$ cat src/rtl/stat_evt_pkg.sv
package stat_evt_pkg;
  localparam int TX_NUM    = 10;
  localparam int RX_NUM    = 4;
  localparam int NUM_STATS = TX_NUM + RX_NUM;
  // strobe positions (counter bank decodes these)
  localparam int S_TX_OK     = 0;
  localparam int S_TX_BC     = 1;
  localparam int S_TX_MC     = 2;
  localparam int S_TX_DEFER  = 3;
  localparam int S_TX_XDEFER = 4;
  localparam int S_TX_SCOL   = 5;
  localparam int S_TX_MCOL   = 6;
  localparam int S_TX_LATE   = 7;
  localparam int S_TX_XSCOL  = 8;
  localparam int S_TX_CRS    = 9;
  localparam int S_RX_OK     = 10;
  localparam int S_RX_BC     = 11;
  localparam int S_RX_MC     = 12;
  localparam int S_RX_LOST   = 13;

  typedef enum logic [1:0] {
    DST_UNICAST = 2'd0,
    DST_MULTI   = 2'd1,
    DST_BCAST   = 2'd2
  } dst_kind_e;
endpackage

$ cat src/rtl/stat_addr_class.sv
module stat_addr_class
  import stat_evt_pkg::*;
#(
  parameter int ADDR_W = 48
) (
  input  logic [ADDR_W-1:0] addr_i,
  output dst_kind_e         kind_o
);
  localparam int GROUP_BIT = ADDR_W - 8;  // lsb of first octet

  always_comb begin
    if (&addr_i)                kind_o = DST_BCAST;
    else if (addr_i[GROUP_BIT]) kind_o = DST_MULTI;
    else                        kind_o = DST_UNICAST;
  end
endmodule

$ cat src/rtl/stat_tx_class.sv
module stat_tx_class
  import stat_evt_pkg::*;
#(
  parameter int COLL_W   = 5,
  parameter int LEN_W    = 16,
  parameter int MAX_COLL = 15
) (
  input  logic              done_i,
  input  logic              ok_i,
  input  logic              xscol_abort_i,
  input  logic [COLL_W-1:0] coll_cnt_i,
  input  logic              late_coll_i,
  input  logic              deferred_i,
  input  logic              excess_defer_i,
  input  logic              carrier_lost_i,
  input  dst_kind_e         kind_i,
  input  logic [LEN_W-1:0]  len_i,
  output logic [TX_NUM-1:0] strb_o,
  output logic [LEN_W-1:0]  octets_o
);
  logic frame_ok, one_coll, many_coll;

  assign frame_ok  = done_i & ok_i;
  assign one_coll  = (int'(coll_cnt_i) == 1);
  assign many_coll = (int'(coll_cnt_i) >= 2) && (int'(coll_cnt_i) <= MAX_COLL);

  always_comb begin
    strb_o              = '0;
    strb_o[S_TX_OK]     = frame_ok;
    strb_o[S_TX_BC]     = frame_ok & (kind_i == DST_BCAST);
    strb_o[S_TX_MC]     = frame_ok & (kind_i == DST_MULTI);
    strb_o[S_TX_DEFER]  = done_i & deferred_i;
    strb_o[S_TX_XDEFER] = done_i & excess_defer_i;
    strb_o[S_TX_SCOL]   = frame_ok & one_coll;
    strb_o[S_TX_MCOL]   = frame_ok & many_coll;
    strb_o[S_TX_LATE]   = late_coll_i;  // per occurrence, not per frame
    strb_o[S_TX_XSCOL]  = done_i & ~ok_i & xscol_abort_i;
    strb_o[S_TX_CRS]    = frame_ok & carrier_lost_i;
    octets_o            = frame_ok ? len_i : '0;
  end
endmodule

$ cat src/rtl/stat_rx_class.sv
module stat_rx_class
  import stat_evt_pkg::*;
#(
  parameter int LEN_W = 16
) (
  input  logic              done_i,
  input  logic              ok_i,
  input  logic              overrun_i,
  input  dst_kind_e         kind_i,
  input  logic [LEN_W-1:0]  len_i,
  output logic [RX_NUM-1:0] strb_o,
  output logic [LEN_W-1:0]  octets_o
);
  logic frame_ok;
  assign frame_ok = done_i & ok_i & ~overrun_i;

  always_comb begin
    strb_o                     = '0;
    strb_o[S_RX_OK   - TX_NUM] = frame_ok;
    strb_o[S_RX_BC   - TX_NUM] = frame_ok & (kind_i == DST_BCAST);
    strb_o[S_RX_MC   - TX_NUM] = frame_ok & (kind_i == DST_MULTI);
    strb_o[S_RX_LOST - TX_NUM] = done_i & overrun_i;
    octets_o                   = frame_ok ? len_i : '0;
  end
endmodule

$ cat src/rtl/stat_evt_classifier.sv
module stat_evt_classifier
  import stat_evt_pkg::*;
#(
  parameter int ADDR_W   = 48,
  parameter int COLL_W   = 5,
  parameter int LEN_W    = 16,
  parameter int MAX_COLL = 15
) (
  input  logic                 clk_i,
  input  logic                 rst_ni,
  input  logic                 tx_done_i,
  input  logic                 tx_ok_i,
  input  logic                 tx_xscol_abort_i,
  input  logic [COLL_W-1:0]    tx_coll_cnt_i,
  input  logic                 tx_late_coll_i,
  input  logic                 tx_deferred_i,
  input  logic                 tx_excess_defer_i,
  input  logic                 tx_carrier_lost_i,
  input  logic [ADDR_W-1:0]    tx_dest_i,
  input  logic [LEN_W-1:0]     tx_len_i,
  input  logic                 rx_done_i,
  input  logic                 rx_ok_i,
  input  logic                 rx_overrun_i,
  input  logic [ADDR_W-1:0]    rx_dest_i,
  input  logic [LEN_W-1:0]     rx_len_i,
  output logic [NUM_STATS-1:0] stat_inc_o,
  output logic [LEN_W-1:0]     tx_octets_o,
  output logic [LEN_W-1:0]     rx_octets_o
);
  dst_kind_e         tx_kind, rx_kind;
  logic [TX_NUM-1:0] tx_strb;
  logic [RX_NUM-1:0] rx_strb;
  logic [LEN_W-1:0]  tx_oct, rx_oct;

  stat_addr_class #(.ADDR_W(ADDR_W)) tx_addr_i (.addr_i(tx_dest_i), .kind_o(tx_kind));
  stat_addr_class #(.ADDR_W(ADDR_W)) rx_addr_i (.addr_i(rx_dest_i), .kind_o(rx_kind));

  stat_tx_class #(.COLL_W(COLL_W), .LEN_W(LEN_W), .MAX_COLL(MAX_COLL)) tx_cls_i (
    .done_i        (tx_done_i),
    .ok_i          (tx_ok_i),
    .xscol_abort_i (tx_xscol_abort_i),
    .coll_cnt_i    (tx_coll_cnt_i),
    .late_coll_i   (tx_late_coll_i),
    .deferred_i    (tx_deferred_i),
    .excess_defer_i(tx_excess_defer_i),
    .carrier_lost_i(tx_carrier_lost_i),
    .kind_i        (tx_kind),
    .len_i         (tx_len_i),
    .strb_o        (tx_strb),
    .octets_o      (tx_oct)
  );

  stat_rx_class #(.LEN_W(LEN_W)) rx_cls_i (
    .done_i   (rx_done_i),
    .ok_i     (rx_ok_i),
    .overrun_i(rx_overrun_i),
    .kind_i   (rx_kind),
    .len_i    (rx_len_i),
    .strb_o   (rx_strb),
    .octets_o (rx_oct)
  );

  always_ff @(posedge clk_i or negedge rst_ni) begin
    if (!rst_ni) begin
      stat_inc_o  <= '0;
      tx_octets_o <= '0;
      rx_octets_o <= '0;
    end else begin
      stat_inc_o  <= {rx_strb, tx_strb};
      tx_octets_o <= tx_oct;
      rx_octets_o <= rx_oct;
    end
  end
endmodule

$ cat config.mk
export PLATFORM = sky130hd
export DESIGN_NAME = stat_evt_classifier
export DESIGN_NICKNAME = d
export VERILOG_FILES = /design/src/rtl/stat_evt_pkg.sv /design/src/rtl/stat_addr_class.sv /design/src/rtl/stat_tx_class.sv /design/src/rtl/stat_rx_class.sv /design/src/rtl/stat_evt_classifier.sv
export SDC_FILE = /design/constraint.sdc
export NUM_CORES = 1
export LEC_CHECK = 0
export BUFFER_PORTS_ARGS = -buffer_cell sky130_fd_sc_hd__buf_2
export CAP_MARGIN = 20
export CORE_MARGIN = 1
export CORE_UTILIZATION = 31
export CTS_BUF_LIST = sky130_fd_sc_hd__clkbuf_4 sky130_fd_sc_hd__clkbuf_8 sky130_fd_sc_hd__clkbuf_16
export CTS_CLUSTER_DIAMETER = 30
export DETAILED_ROUTE_END_ITERATION = 8
export PLACE_DENSITY = 0.73
export SYNTH_ARGS = -nofsm -noshare
export SYNTH_HDL_FRONTEND = slang
export SYNTH_HIERARCHICAL = 1
export SYNTH_SLANG_ARGS = --single-unit
$ cat constraint.sdc
create_clock -name clk_i -period 0.8 [get_ports clk_i]
set_input_delay 0.12 -clock clk_i [delete_from_list [all_inputs] [get_ports clk_i]]
set_output_delay 0.12 -clock clk_i [all_outputs]
set_load 0.02 [all_outputs]
Yosys cells after proc, flatten, opt, wreduce, memory -nomap -nowiden
Cells that the tools add are included.

storage, ports and cells
  flip-flop bits (word level) = 46
  output and inout port bits = 46
  logic and storage cells = 36

cells by class
  order comparisons = 2
  equality and inequality tests = 5
  muxes and demuxes = 6
  bitwise gates (word level) = 17
  reduce and logical (&&, ||, !) cells = 3

operators by type and width
  operator                                                        number
  AND reduction 48 bit                                            2
  two-way mux 16 bit                                              2
  AND 1 bit                                                       15
  == test 5 x 2 -> 1 bit, second input constant                   1
  >= comparator 5 x 2 -> 1 bit, second input constant             1
  less-or-equal comparator 5 x 4 -> 1 bit, second input constant  1
  == test 2 x 1 -> 1 bit, second input constant                   2
  == test 2 bit, second input constant                            2
  two-way mux 2 bit                                               2
  two-way mux 1 bit                                               2
  inverter 1 bit                                                  2
  logical AND 1 bit                                               1

Longest topological paths before layout
  depth after elaboration = 4
  depth in mapped cells = 4
  mapped depth without buffers = 4

Modules after synthesis
Netlist, hierarchy kept.

by module, submodules not included
  module               instances  cells an instance  area each (sq um)  sequential area each (sq um)
  stat_evt_classifier  1          46                 1151.1             1151.1
  stat_addr_class      2          18                 116.4              0.0
  stat_tx_class        1          33                 201.4              0.0
  stat_rx_class        1          23                 188.9              0.0

Least setup slack after synthesis
Ideal clock, no wire load.

  path type = input -> register
  from = input rx_dest_i[2]
  to = register stat_inc_o[12]
  library setup time = 120 ps
  data arrival time = 851 ps
  data required time = 680 ps
  slack = -171 ps
  stages on the path = 4
  cell sequence = nand4_1 nor4_1 and3_1 and3b_1

on the way
  word-level cells in the longest chain between the ends = 4

ends and longest elaborated chain
  item                    RTL line                   RTL
  from (decl)             stat_evt_classifier.sv:24  input logic [ADDR_W-1:0] rx_dest_i,
  AND reduction 48 bit    stat_addr_class.sv:12      if (&addr_i) kind_o = DST_BCAST;
  two-way mux 2 bit       stat_addr_class.sv:12
  net rx_kind[1]          stat_evt_classifier.sv:30  dst_kind_e tx_kind, rx_kind;
  == test 2 x 1 -> 1 bit  stat_rx_class.sv:21        strb_o[S_RX_MC - TX_NUM] = frame_ok & (kind_i == DST_MULTI);
  AND 1 bit               stat_rx_class.sv:21
  net rx_strb[2]          stat_evt_classifier.sv:32  logic [RX_NUM-1:0] rx_strb;
  to (signal assigned)    stat_evt_classifier.sv:69  stat_inc_o <= {rx_strb, tx_strb};
  to (decl)               stat_evt_classifier.sv:26  output logic [NUM_STATS-1:0] stat_inc_o,

The timed path passes the listed nets, and every way through them passes these cells.

Worst setup path in the final report
  from = register stat_inc_o[1]
  to = output stat_inc_o[1]

No word-level cell between the ends.

==> results.md <==
Synth:
- By area, the combinational part of the netlist is dominated by simple AND/OR/NAND/NOR gates.
- The post-synthesis share of cell area spent on full adders, half adders and majority gates is 0%.
- The number of register bits inferred by synthesis is 46.
- Dividing the synthesized area by the synthesized cell count gives 12.9 µm².
- The part of the Yosys area used for sequential elements is 64.9%.
- The fraction of registers with async set/reset is 100%.
- The net count after synthesis is 283.
- Of the total synthesized cell area, the portion taken by XOR and XNOR cells is 0%.
- The number of flops mapped to enable cells by yosys is 0.
- In this run the cell area of the synthesized design comes to 0.00177 mm².
- The simple logic cell fraction of the synthesized area is 30.3%.
- The most used flip-flop cell after synthesis is dfrtp_1.
- The synthesized instance count is 138.
- The synthesis warning total is 6.
- After synthesis, the share of cell area in mux cells is 0%.
- Summing the areas of all compound-gate instances in the mapped netlist gives 0.705% of the synthesized area.
- Synthesis instantiated 21 different standard cells from the library.

Final layout:
- The most frequent standard cell in the layout excluding fill and tap cells is buf_2.
- The top cell types in the final layout, fill and taps aside, are buf_2 (132), buf_6 (58), dfrtp_1 (46).
- The final layout contains 480 nets.
- Compared with the post-synthesis result, the final layout area differs by 88.0%.
- The number of diodes is 0.
- The count of non-filler cells in the finished layout is 407.
- The proportion of layout cells with a drive suffix above 1 is 65.7%.

Setup path:
- STA puts the critical path data required time at 0.68 ns.
- The launching element type of the critical path is a register.
- The largest fanout on the critical path is 1.
- The signal on the critical path passes through buf_6.
- The kind of cell with the highest combined delay along the critical path is flip-flops.
- The class of the most critical setup path is register to primary output.
- The data arrival time at the worst-slack endpoint is 0.82 ns.
- The worst setup path is captured at a primary output.
- In this design, the stage delay of the slowest critical-path cell is 0.40 ns.
- The number of buffers and inverters on the critical path is 1.
- The critical-path cell with the highest stage delay is dfrtp_1.

Placed design:
- Once placement completed, the tool counted placed cells totaling 397.
- The number of input and output port buffers inserted is 190.
- The sum of net half-perimeters after detailed placement is 4090 µm.
- The worst-case setup slack after placement is -0.371 ns.
- At the end of routability-driven placement, the weighted congestion stood at 0.755.

Global routing:
- The wire length of the first global-routing pass is 7980 µm.
- The global-route congestion overflow total is 0.
- The via count of the first global-routing pass is 1788.
- Entering global routing, the biggest net connects 47 pins.
- Global routing consumed, over all layers together, 17.0% of the routing resources.
- The initial antenna violation count came to 0.

Clock tree:
- The root buffer cell chosen for the clock tree is clkbuf_8.
- The number of buffers on the longest clock path is 2.
- Counting the buffers created by CTS gives 5.
- In this run the post-CTS setup repair buffer count came out at 0.
- The clock tree synthesis step divided the H-tree into 2 levels.
- The TritonCTS sink count is 46.
- The clock edge transition at the registers on the reported setup and hold paths is 0.08 ns.
- TritonCTS built the clock tree.

Die:
- For this configuration, the core starts out at a cell density of 32.2%.
- The die outline area is 0.00603 mm².
- The width of the chip is 77.7 µm.
- The overall die height is 77.7 µm.
- The count of standard-cell rows is 27.
- The number of top-level pins is 191.
- The floorplan step defined a core boundary enclosing 0.00551 mm².

STA:
- The worst-margin pin slew is 0.296 ns.
- The time the final worst path needs with I/O delays and setup is 0.942 ns.
- Setup repair after global routing could not meet its margin everywhere.
- The part of the cycle the worst path needs is 118%.
- Measured against its own limit, the worst slew margin works out to 80.1%.
- The final max-slew violation count came to 0.
- Setup violations remaining at the end of the flow were counted as 51.
- For this run, the top clock speed supported by timing is 1060 MHz.
- Setup slack on the critical path of the routed design comes to -0.142 ns.
- The number of hold-slack violations in the final timing report is 0.

Worst hold path:
- The path category of the worst min-delay check is input pin to register.

Route:
- The first detailed-routing pass ran for 4 iterations.
- The number of vias in the routed layout is 1843.
- The DRC violation count after routing is 0.
- The count of nets left with antenna violations once routing finished came out at 0.
- The number of violations reported at the end of detailed-routing iteration 0 is 22.
- Dividing the detail-routed via count by the number of cells gives 4.53.
- The wire length per cell is 12.8 µm.
- The wire length reported by the detailed router is 5190 µm.

Power:
- Across the VDD grid, the largest voltage drop is 720 µV.
- Summed over all cells, the static leakage comes to 1.84 nW.
- The power density over the cells is 1380 mW/mm².

Run status:
- The flow ran to the end, but the final reports show violations.
- The final reports fail on negative setup slack.

Flow run:
- Max-cap violations in this run came to 0.
==> final timing paths <==
path | start | end | cells after the start | slack, ns
max | stat_inc_o[1] | stat_inc_o[1] | 1 | -0.14
min | rx_len_i[14] | rx_octets_o[14] | 2 | 0.04
max in group asynchronous | rst_ni | rx_octets_o[11] | 3 | 0.24
min in group asynchronous | rst_ni | stat_inc_o[9] | 3 | 0.34
==> stage by stage <==
stage / hold WS, ns / setup TNS (ns) / instance area, µm² / utilization (%) / total power, W
6_report: 0.0378 / -5.21 / 3340 / 60.6 / 0.00459
4_1_cts: 0.0333 / -5.69 / 3280 / 59.6 / 0.00462
3_3_place_gp: 0.115 / -1.74 / 2850 / 51.8 / 0.00319
3_5_place_dp: 0.116 / -1.88 / 2850 / 51.8 / 0.00320
5_1_grt: 0.0391 / -6.71 / 3340 / 60.6 / 0.00482
2_1_floorplan: -0.176 / -0.461 / 1800 / - / 0.00270
==> sequential cells by signal, summed over array words and instances, names as in the netlist <==
name         cells
stat_inc_o      14
rx_octets_o     16
tx_octets_o     16
==> layout make-up <==
class,instances,area (µm²)
well taps,72,90.1
repair buffers,198,1420
fillers,467,2170
inverters,3,11.3
flip-flops and latches,46,1150
clock buffers,5,68.8
multi-input cells,81,586
clock inverters,2,10.0
==> cell families (layout without fill, tap and decap cells) <==
family          after synthesis  count (layout)
simple gates                 79              79
buf+inv                      11             208
flops                        46              46
compound gates                2               2
==> cell usage after synthesis (2+ instances only) <==
library cell	count	area, µm²
and3b_1	3	26.3
nand4_1	24	150
buf_4	3	22.5
a31oi_1	2	12.5
dfrtp_1	46	1150
and3_1	19	119
nor3_1	2	10.0
nor3b_1	2	15.0
clkbuf_1	2	7.51
and2_1	10	62.6
and2_4	9	78.8
nor4_2	2	25.0
inv_1	3	11.3
nor4_1	4	25.0
==> power breakdown <==
group          internal, W  switching (W)
registers          0.00240      0.0000360
clock network     0.000587       0.000692
logic             0.000526       0.000353
==> timing repair <==
action | in CTS | in global routing
setup endpoints to repair | 48 | 51
endpoints found under the hold margin | 48 | 0
hold buffers | 3 | 0
pin swaps | 3 | 8
resized for setup | 97 | 9
cloned | 0 | 0
==> metal layers <==
layer | vias up | global-route usage (%) | wire [µm]
li1 | 890 | - | -
met3 | 11 | 2.12 | 315
met5 | - | 0 | 0
met2 | 109 | 31.5 | 2780
met4 | 0 | 6.98 | 129
met1 | 833 | 19.5 | 1970
Note: power is estimated with default switching activity, not from simulation.
